File: src/rtl/exw_pkg.sv
// Package: shared types and width helpers for the windowed integrator.
// Assumes: nothing beyond standard SystemVerilog.
package exw_pkg;

    // How the window ended in the current cycle.
    typedef enum logic [1:0] {
        END_NONE = 2'd0,
        END_FULL = 2'd1,
        END_CUT  = 2'd2
    } win_end_t;

    // Accumulator width: room for n full-scale samples, never below 32 bits.
    function automatic int acc_w(input int sw, input int n);
        int g;
        g = sw + $clog2(n + 1);
        return (g < 32) ? 32 : g;
    endfunction

endpackage

File: src/rtl/exw_phase_gen.sv
// Module: excitation phase counter and square-wave code.
// Counts PERIOD cycles: low half first, then high half. Emits a rising-edge
// marker and a window-open marker placed so that the open flag, once
// registered, appears DLY cycles after the high level.
// Assumes: PERIOD >= 2 and 1 <= DLY <= PERIOD.
module exw_phase_gen #(
    parameter int PERIOD  = 494000,
    parameter int DLY     = 24700,
    parameter int DAC_W   = 16,
    parameter int HI_CODE = 49152,
    parameter int LO_CODE = 16384
) (
    input  logic             clk,
    input  logic             rst_n,
    output logic             excite_hi,
    output logic [DAC_W-1:0] dac_code,
    output logic             rise_evt,
    output logic             open_evt
);
    localparam int PW      = (PERIOD > 1) ? $clog2(PERIOD) : 1;
    localparam int HALF    = PERIOD / 2;
    localparam int OPEN_AT = (HALF + DLY - 1) % PERIOD;
    localparam logic [PW-1:0] LAST  = PW'(PERIOD - 1);
    localparam logic [PW-1:0] HALFV = PW'(HALF);
    localparam logic [PW-1:0] OPENV = PW'(OPEN_AT);

    logic [PW-1:0] pcnt;

    // Purpose: advance the phase counter, wrapping at the period end.
    always_ff @(posedge clk) begin
        if (!rst_n)          pcnt <= '0;
        else if (pcnt == LAST) pcnt <= '0;
        else                 pcnt <= pcnt + 1'b1;
    end

    // Purpose: decode level, DAC code and event markers from the phase.
    always_comb begin
        excite_hi = (pcnt >= HALFV);
        dac_code  = excite_hi ? DAC_W'(HI_CODE) : DAC_W'(LO_CODE);
        rise_evt  = (pcnt == HALFV);
        open_evt  = (pcnt == OPENV);
    end

    assert_wrap_R1: assert property (@(posedge clk) disable iff (!rst_n)
        (pcnt == LAST) |=> (pcnt == '0));
    assert_phase_range_R1: assert property (@(posedge clk) disable iff (!rst_n)
        pcnt <= LAST);
    assert_rise_single_R1: assert property (@(posedge clk) disable iff (!rst_n)
        rise_evt |=> !rise_evt);
endmodule

File: src/rtl/exw_win_ctrl.sv
// Module: integration window control.
// Opens on open_evt, counts accepted samples and ends the window after
// WIN_LEN samples, or cuts it at a rising edge. A cut and a reopen may share
// one cycle. Assumes: WIN_LEN >= 1.
module exw_win_ctrl
    import exw_pkg::*;
#(
    parameter int WIN_LEN = 50000
) (
    input  logic     clk,
    input  logic     rst_n,
    input  logic     rise_evt,
    input  logic     open_evt,
    input  logic     smp_vld,
    output logic     busy,
    output logic     add_en,
    output logic     clr,
    output win_end_t end_kind
);
    localparam int SCW = $clog2(WIN_LEN + 1);
    localparam logic [SCW-1:0] LASTS = SCW'(WIN_LEN - 1);

    logic [SCW-1:0] scnt;
    logic           cut;
    logic           last;

    // Purpose: decide acceptance and window end for this cycle.
    always_comb begin
        cut    = busy && rise_evt;
        add_en = busy && !rise_evt && smp_vld;
        last   = add_en && (scnt == LASTS);
        clr    = open_evt;
        if (cut)       end_kind = END_CUT;
        else if (last) end_kind = END_FULL;
        else           end_kind = END_NONE;
    end

    // Purpose: track window state and accepted-sample count.
    always_ff @(posedge clk) begin
        if (!rst_n) begin
            busy <= 1'b0;
            scnt <= '0;
        end else begin
            if (cut || last)  busy <= 1'b0;
            else if (add_en)  scnt <= scnt + 1'b1;
            if (open_evt) begin
                busy <= 1'b1;
                scnt <= '0;
            end
        end
    end

    assert_open_R3: assert property (@(posedge clk) disable iff (!rst_n)
        open_evt |=> busy);
    assert_count_bound_R5: assert property (@(posedge clk) disable iff (!rst_n)
        busy |-> (scnt < SCW'(WIN_LEN)));
    assert_cut_closes_R8: assert property (@(posedge clk) disable iff (!rst_n)
        (busy && rise_evt && !open_evt) |=> !busy);
    assert_idle_no_add_R10: assert property (@(posedge clk) disable iff (!rst_n)
        !busy |-> !add_en);
endmodule

File: src/rtl/exw_accum.sv
// Module: signed accumulator and result register.
// Clears on clr, adds sign-extended samples on add_en, and latches the
// result with a one-cycle valid pulse when the window ends.
// Assumes: ACC_W >= SAMPLE_W.
module exw_accum
    import exw_pkg::*;
#(
    parameter int SAMPLE_W = 16,
    parameter int ACC_W    = 32
) (
    input  logic                       clk,
    input  logic                       rst_n,
    input  logic                       clr,
    input  logic                       add_en,
    input  win_end_t                   end_kind,
    input  logic signed [SAMPLE_W-1:0] smp_data,
    output logic                       res_valid,
    output logic signed [ACC_W-1:0]    res_sum,
    output logic                       res_trunc
);
    logic signed [ACC_W-1:0] acc;
    logic signed [ACC_W-1:0] nxt;

    // Purpose: running sum including the present sample.
    always_comb begin
        nxt = acc + {{(ACC_W-SAMPLE_W){smp_data[SAMPLE_W-1]}}, smp_data};
    end

    // Purpose: update the accumulator and latch results.
    always_ff @(posedge clk) begin
        if (!rst_n) begin
            acc       <= '0;
            res_sum   <= '0;
            res_valid <= 1'b0;
            res_trunc <= 1'b0;
        end else begin
            res_valid <= (end_kind != END_NONE);
            if (end_kind == END_FULL) begin
                res_sum   <= nxt;
                res_trunc <= 1'b0;
            end else if (end_kind == END_CUT) begin
                res_sum   <= acc;
                res_trunc <= 1'b1;
            end
            if (clr)         acc <= '0;
            else if (add_en) acc <= nxt;
        end
    end

    assert_pulse_R6: assert property (@(posedge clk) disable iff (!rst_n)
        res_valid |=> !res_valid);
    assert_hold_R6: assert property (@(posedge clk) disable iff (!rst_n)
        (end_kind == END_NONE) |=> ($stable(res_sum) && $stable(res_trunc)));
    assert_clear_R3: assert property (@(posedge clk) disable iff (!rst_n)
        clr |=> (acc == '0));
endmodule

File: src/rtl/excite_window_integrator.sv
// Module: top of the excitation-synchronized windowed integrator.
// Wires the phase generator, window control and accumulator together.
// Assumes: PERIOD >= 2, 1 <= START_DLY <= PERIOD, WIN_LEN >= 1.
module excite_window_integrator
    import exw_pkg::*;
#(
    parameter int PERIOD    = 494000,
    parameter int START_DLY = 24700,
    parameter int WIN_LEN   = 50000,
    parameter int SAMPLE_W  = 16,
    parameter int DAC_W     = 16,
    parameter int HI_CODE   = 49152,
    parameter int LO_CODE   = 16384
) (
    input  logic                                                   clk,
    input  logic                                                   rst_n,
    input  logic                                                   smp_vld,
    input  logic signed [SAMPLE_W-1:0]                             smp_data,
    output logic                                                   excite_hi,
    output logic [DAC_W-1:0]                                       dac_code,
    output logic                                                   busy,
    output logic                                                   res_valid,
    output logic signed [exw_pkg::acc_w(SAMPLE_W, WIN_LEN)-1:0]    res_sum,
    output logic                                                   res_trunc
);
    localparam int ACC_W = acc_w(SAMPLE_W, WIN_LEN);

    logic     rise_evt;
    logic     open_evt;
    logic     add_en;
    logic     clr;
    win_end_t end_kind;

    initial begin
        assert_cfg_R3: assert (PERIOD >= 2 && START_DLY >= 1 &&
                               START_DLY <= PERIOD && WIN_LEN >= 1);
    end

    exw_phase_gen #(
        .PERIOD(PERIOD), .DLY(START_DLY), .DAC_W(DAC_W),
        .HI_CODE(HI_CODE), .LO_CODE(LO_CODE)
    ) u_phase (
        .clk(clk), .rst_n(rst_n), .excite_hi(excite_hi), .dac_code(dac_code),
        .rise_evt(rise_evt), .open_evt(open_evt)
    );

    exw_win_ctrl #(.WIN_LEN(WIN_LEN)) u_win (
        .clk(clk), .rst_n(rst_n), .rise_evt(rise_evt), .open_evt(open_evt),
        .smp_vld(smp_vld), .busy(busy), .add_en(add_en), .clr(clr),
        .end_kind(end_kind)
    );

    exw_accum #(.SAMPLE_W(SAMPLE_W), .ACC_W(ACC_W)) u_acc (
        .clk(clk), .rst_n(rst_n), .clr(clr), .add_en(add_en),
        .end_kind(end_kind), .smp_data(smp_data), .res_valid(res_valid),
        .res_sum(res_sum), .res_trunc(res_trunc)
    );

    assert_busy_after_rise_R3: assert property (@(posedge clk) disable iff (!rst_n)
        $rose(busy) |-> excite_hi || (START_DLY > PERIOD - PERIOD/2));
endmodule

File: config.mk
export PLATFORM = sky130hd
export DESIGN_NAME = excite_window_integrator
export DESIGN_NICKNAME = d
export VERILOG_FILES = /design/src/rtl/exw_pkg.sv /design/src/rtl/exw_phase_gen.sv /design/src/rtl/exw_win_ctrl.sv /design/src/rtl/exw_accum.sv /design/src/rtl/excite_window_integrator.sv
export SDC_FILE = /design/constraint.sdc
export NUM_CORES = 1
export LEC_CHECK = 0
export BUFFER_PORTS_ARGS = -buffer_cell sky130_fd_sc_hd__buf_2
export CAP_MARGIN = 25
export CORE_AREA = 5 5 113 115
export DETAILED_ROUTE_END_ITERATION = 10
export DIE_AREA = 0 0 118 120
export PLACE_DENSITY_LB_ADDON = 0.15
export SLEW_MARGIN = 0
export SYNTH_ARGS = -nofsm -noshare
export SYNTH_HDL_FRONTEND = slang
export SYNTH_SLANG_ARGS = --single-unit
File: constraint.sdc
create_clock -name clk -period 3.05 [get_ports clk]
set_input_delay 0.305 -clock clk [delete_from_list [all_inputs] [get_ports clk]]
set_output_delay 0.305 -clock clk [all_outputs]
set_load 0.01 [all_outputs]
# Yosys cells after proc, flatten, opt, wreduce, memory -nomap -nowiden
# Index checks and enable logic that the tools add are counted.
op_classes:
  order_cmp: 1
  n_bitwise: 2
  reduce_logical: 13
  addsub: 3
  n_eq_ne: 6
  muxes: 7
ops:
  columns: ["operator", "n"]
  rows:
  - ["$mux W32", 2]
  - ["$eq A19 B19 Y1 const B", 2]
  - ["$add A32 B32 Y32", 1]
  - ["$add A19 B1 Y19 const B", 1]
  - ["$eq A19 B18 Y1 const B", 1]
  - ["$ge A19 B18 Y1 const B", 1]
  - ["$add A16 B1 Y16 const B", 1]
  - ["$eq A16 B16 Y1 const B", 1]
  - ["$mux W16", 1]
  - ["$reduce_bool A2 Y1", 3]
  - ["$reduce_or A2 Y1", 3]
  - ["$logic_and A1 B1 Y1", 4]
  - ["$mux W1", 3]
  - ["$eq A2 B1 Y1 const B", 1]
  - ["$eq A2 B2 Y1 const B", 1]
  - ["$mux W2", 1]
  - ["$not A1 Y1", 2]
  - ["$reduce_and A2 Y1", 1]
  - ["$logic_not A1 Y1", 1]
  - ["$logic_or A1 B1 Y1", 1]
word_totals:
  in_bits: 19
  ff_bits: 102

# Depth between registers and ports, before layout
depth:
  word_depth: 10
  ltp_mapped: 11
  depth_no_buf: 10

# Hierarchy
# From an unflattened synthesis, not the netlist that was laid out.
unflattened:
  cells_unflattened: 762
  area_unflattened_um2: 6402.4
by_module_without_submodules:
  columns: ["mod", "n_inst", "cells_per_inst", "seq_area_each_um2", "area_per_inst_um2"]
  rows:
  - ["exw_accum", 1, 521, 1321.3, 4381.7]
  - ["exw_phase_gen", 1, 137, 380.4, 1136.1]
  - ["exw_win_ctrl", 1, 104, 340.3, 884.6]

# Least setup slack after synthesis
# OpenSTA, ideal clock, no wires.
synth_path:
  kind: "input to register"
  start: "input port smp_data[0]"
  end: "register u_acc.res_sum[24]"
  stages: 10
  arrival_ps: 2579
  path_slack_ps: 355
  n_path_buf: 0
  cell_sequence: "ha_1 fa_1 a21o_1 a221oi_1 o21ai_0 a31oi_1 o31a_1 o21bai_1 xor2_1 o211a_1"
synth_via:
  elab_chain_len: 2
synth_rtl:
  columns: ["item", "line", "rtl"]
  rows:
  - ["start: declaration", "excite_window_integrator.sv:18", "input logic signed [SAMPLE_W-1:0] smp_data,"]
  - ["$add A32 B32 Y32", "exw_accum.sv:26", "nxt = acc + {{(ACC_W-SAMPLE_W){smp_data[SAMPLE_W-1]}}, smp_data};"]
  - ["$mux W32", "exw_accum.sv:38", "if (end_kind == END_FULL) begin"]
  - ["end signal: assignment", "exw_accum.sv:39", "res_sum <= nxt;"]
  - ["end: declaration", "exw_accum.sv:18", "output logic signed [ACC_W-1:0] res_sum,"]
# Every way passes these cells.
# A chain may end at the register's enable or synchronous reset.

# Worst setup path in the final report
layout_path:
  start: "register u_acc.acc[0]"
  end: "register u_acc.res_sum[24]"
layout_via:
  elab_chain_len: 2
layout_rtl:
  columns: ["item", "line", "rtl"]
  rows:
  - ["start: declaration", "exw_accum.sv:21", "logic signed [ACC_W-1:0] acc;"]
  - ["start signal: assignment", "exw_accum.sv:46", "else if (add_en) acc <= nxt;"]
  - ["$add A32 B32 Y32", "exw_accum.sv:26", null]
  - ["$mux W32", "exw_accum.sv:38", null]
# Every way passes these cells.

==> metrics.txt <==
# TYPE chip_impl_metric gauge
chip_impl_info{name="series_of_cell_instances_along_the_critical_path",value="ha_1, fa_1, a21o_1, a221oi_1, o21ai_0, a31oi_1, o31a_1, o21bai_1, xor2_1, o211a_1"} 1
chip_impl_metric{name="maximum_number_of_pins_on_one_net_before_global_route_repair",unit=""} 43
chip_impl_info{name="run_status",value="finished clean"} 1
chip_impl_metric{name="ys.warnings.count",unit=""} 0
chip_impl_metric{name="synthesized_netlist_cell_count",unit=""} 797
chip_impl_info{name="most_common_cell_in_the_netlist",value="nand2_1"} 1
chip_impl_info{name="hold_path_class",value="input pin to flip-flop"} 1
chip_impl_metric{name="mappedNetlistArea",unit="sq mm"} 0.00621
chip_impl_metric{name="number_of_global_route_vias_before_repair",unit=""} 5638
chip_impl_metric{name="maximum_clock_frequency",unit="MHz"} 347
chip_impl_metric{name="fp_rows",unit=""} 40
chip_impl_info{name="cp-start-kind",value="flip-flop"} 1
chip_impl_metric{name="number_of_synthesized_flops_with_an_enable_pin",unit=""} 0
chip_impl_metric{name="hold_buffers",unit=""} 0
chip_impl_metric{name="cts.reportedPaths.clkPinSlew",unit="ns"} 0.07
chip_impl_metric{name="drc",unit=""} 0
chip_impl_metric{name="gpl.final_weighted_congestion",unit=""} 0.950
chip_impl_info{name="crit_path_end_kind",value="flip-flop"} 1
chip_impl_metric{name="worst_ep_required_time",unit="ns"} 3.30
chip_impl_info{name="synth_top_cells_by_count",value="nand2_1, dfxtp_1, nor2_1, a21oi_1, ha_1"} 1
chip_impl_metric{name="report.final.setup_viol",unit=""} 0
chip_impl_metric{name="max_cap_viol_count",unit=""} 0
chip_impl_metric{name="post_route_cells_drive_above_1_share",unit="%"} 12.7
chip_impl_metric{name="route.vias.total",unit=""} 5792
chip_impl_metric{name="boundaryPins",unit=""} 71
chip_impl_metric{name="grt_first_pass_wirelength",unit="um"} 26900
chip_impl_metric{name="max-vdd-ir-drop",unit="mV"} 0.325
chip_impl_metric{name="timing.max_slew.rel_slack",unit="%"} 31.2
chip_impl_metric{name="drt_wl_total",unit="um"} 16300
chip_impl_metric{name="power_density_over_the_cells",unit="mW/mm^2"} 376
chip_impl_metric{name="area_growth",unit="%"} 10.1
chip_impl_metric{name="yosys.area.top_type_share",unit="%"} 32.9
chip_impl_metric{name="p_leak",unit="nW"} 2.93
chip_impl_metric{name="die_footprint",unit="sq mm"} 0.0142
chip_impl_metric{name="report.power.total",unit="mW"} 2.57
chip_impl_metric{name="asyncSetResetFlopFracSynth",unit="%"} 0
chip_impl_info{name="critical_path.startpoint",value="u_acc.acc[0]"} 1
chip_impl_metric{name="antenna_found_initial",unit=""} 0
chip_impl_metric{name="port_buffers",unit=""} 55
chip_impl_info{name="cp_slowest_cell",value="fa_1"} 1
chip_impl_info{name="synth_top_flop_cell",value="dfxtp_1"} 1
chip_impl_metric{name="timing.setup.tns",unit="ns"} 0
chip_impl_metric{name="max_stage_delay",unit="ns"} 0.41
chip_impl_metric{name="final.period_utilization",unit="%"} 94.6
chip_impl_info{name="cts_tree",value="done"} 1
chip_impl_metric{name="nNetsFinal",unit=""} 893
chip_impl_info{name="setup_repair_after_global_routing_missed_its_margin",value="false"} 1
chip_impl_metric{name="yosys.cell_types.count",unit=""} 72
chip_impl_metric{name="diodes",unit=""} 0
chip_impl_metric{name="critical_path_arrival",unit="ns"} 3.14
chip_impl_info{name="setup.worst_path.class",value="flip-flop to flip-flop"} 1
chip_impl_metric{name="total_number_of_clock_tree_sinks",unit=""} 102
chip_impl_info{name="ys_top_cells_by_area",value="dfxtp_1, nand2_1, ha_1"} 1
chip_impl_metric{name="placeableCoreArea",unit="sq mm"} 0.0117
chip_impl_metric{name="floorplan.initialDensity",unit="%"} 53.1
chip_impl_metric{name="ctsHtreeMaxLevel",unit=""} 3
chip_impl_metric{name="detail_route.wl_per_cell",unit="um"} 16.5
chip_impl_metric{name="drv_slew",unit=""} 0
chip_impl_metric{name="detail_route.iter0.violations",unit=""} 343
chip_impl_metric{name="die_height",unit="um"} 120
chip_impl_metric{name="flop_and_latch_count_out_of_synthesis",unit=""} 102
chip_impl_metric{name="grt_use_total",unit="%"} 22.7
chip_impl_metric{name="die_w",unit="um"} 118
chip_impl_metric{name="insertion_delay",unit="ns"} 0.35
chip_impl_info{name="hold_startpoint",value="rst_n"} 1
chip_impl_info{name="post-synth-top-area-cell",value="dfxtp_1"} 1
chip_impl_metric{name="route.detailed.vias_per_inst",unit=""} 5.85
chip_impl_metric{name="critical_path.max_fanout",unit=""} 3
chip_impl_metric{name="global_route.overflow_total",unit=""} 0
chip_impl_info{name="cts_root_buffer",value="clkbuf_16"} 1
chip_impl_metric{name="worst_tran_pin_value",unit="ns"} 1.03
chip_impl_metric{name="syn_avg_cell_area",unit="sq um"} 7.80
chip_impl_metric{name="report.final.hold_viol_count",unit=""} 0
chip_impl_metric{name="yosysSeqAreaShare",unit="%"} 32.9
chip_impl_metric{name="first_pass_detailed_route_iteration_total",unit=""} 6
chip_impl_metric{name="number_of_cts_inserted_buffers",unit=""} 9
chip_impl_metric{name="drt.antenna.violating_nets",unit=""} 0
chip_impl_info{name="regToRegStartpoint",value="u_acc.acc[0]"} 1
chip_impl_metric{name="max-clock-path-buffers",unit=""} 2
chip_impl_metric{name="hpwl_after_detailed_placement",unit="um"} 11800
chip_impl_metric{name="fin_worst_skew",unit="ns"} 0.0101
chip_impl_metric{name="finalWorstPathRequiredPeriod",unit="ns"} 2.89
[kinds of logic (layout without fill, tap and decap cells)]
logic type               after synthesis  in the layout  share of synthesized area (%)
buffers and inverters                 80            113                           6.52
adder cells (fa/ha/maj)               35             35                           7.17
other                                  2             15                          0.121
XOR/XNOR                              56             56                           7.89
flip-flops                           102            102                           32.9
multiplexers                           1              1                          0.161
AO/OA/AOI/OAI                        188            188                           20.2
AND/OR/NAND/NOR                      333            333                           25.1
[per-stage QoR]
stage | std cells | cell area (sq um) | hold WS [ns] | util (%) | setup WS, ns
after floorplan | 810 | 6260 | 0.438 | - | 0.355
after global placement | 974 | 6560 | 0.456 | 56.0 | 0.165
after detailed placement | 974 | 6560 | 0.468 | 56.0 | 0.0899
after CTS | 989 | 6830 | 0.358 | 58.3 | 0.152
after global routing | 990 | 6850 | 0.354 | 58.5 | 0.0128
final | 990 | 6850 | 0.362 | 58.5 | 0.164
[placed cells by master, fill, tap and decap left out, drive strengths merged, types with 3 or more instances in the layout]
cell    Yosys  layout
a211oi      9       9
a21o        9       9
a21oi      60      60
a221o       4       4
a22o        6       6
a311oi      9       9
a31oi       6       6
and2        7       7
and3       11      11
and4        3       3
buf        29      77
clkbuf     29      11
clkinv      1       5
conb        2      15
dfxtp     102     102
ha         34      34
inv        20      20
nand2     141     141
nand3      26      26
nand4      22      22
nor2       75      75
nor3       13      13
nor4        4       4
nor4b       3       3
o211a      12      12
o211ai      3       3
o21a        6       6
o21ai      34      34
o21bai      6       6
o22ai       3       3
o31ai       5       5
or3        12      12
or4         3       3
xnor2      30      30
xor2       26      26
[layer usage]
metal | track usage (%) | wire (um) | vias up
met5 | 0 | 0 | -
met4 | 11.5 | 490 | 0
met3 | 3.82 | 814 | 42
met2 | 38.3 | 7780 | 161
met1 | 28.1 | 7220 | 2714
li1 | - | - | 2875
[power by group]
group | internal, mW | switching [mW] | leakage (nW)
clock network | 0.569 | 0.497 | 0.135
logic | 0.0565 | 0.114 | 1.97
registers | 1.33 | 0.00390 | 0.822
[sequential cells by signal (all words and copies together), names as in the netlist]
| register | flops |
|---|---|
| u_win.scnt | 16 |
| u_win.busy | 1 |
| u_acc.res_trunc | 1 |
| u_phase.pcnt | 19 |
| u_acc.acc | 32 |
| u_acc.res_sum | 32 |
| u_acc.res_valid | 1 |
[path summary, 6_finish.rpt]
check / endpoint / slack [ns] / depth (start not counted)
max: u_acc.res_sum[24] / 0.16 / 10
max reg2reg: u_acc.res_sum[24] / 0.16 / 10
min reg2reg: u_acc.res_sum[11] / 0.48 / 2
min: u_acc.acc[26] / 0.36 / 3
[cell type report]
type                       count  area [sq um]
clock buffer                  11           243
clock inverter                 4          23.8
fill                        1116          4870
inverter                      21          78.8
multi-input combinational    628          3830
sequential                   102          2040
tap                          147           184
timing repair buffer          77           440
[timing repair]
action,in CTS,in global routing
endpoints found under the setup margin,0,1
setup buffers,0,0
resized for setup,0,1
[critical path, delay by kind of cell (launching register included)]
kind | cells | cell delay (ns)
XOR/XNOR | 1 | 0.16
flip-flops | 1 | 0.33
adder cells (fa/ha/maj) | 2 | 0.63
AO/OA/AOI/OAI | 7 | 1.66
Note: power is estimated with default switching activity, not from simulation.
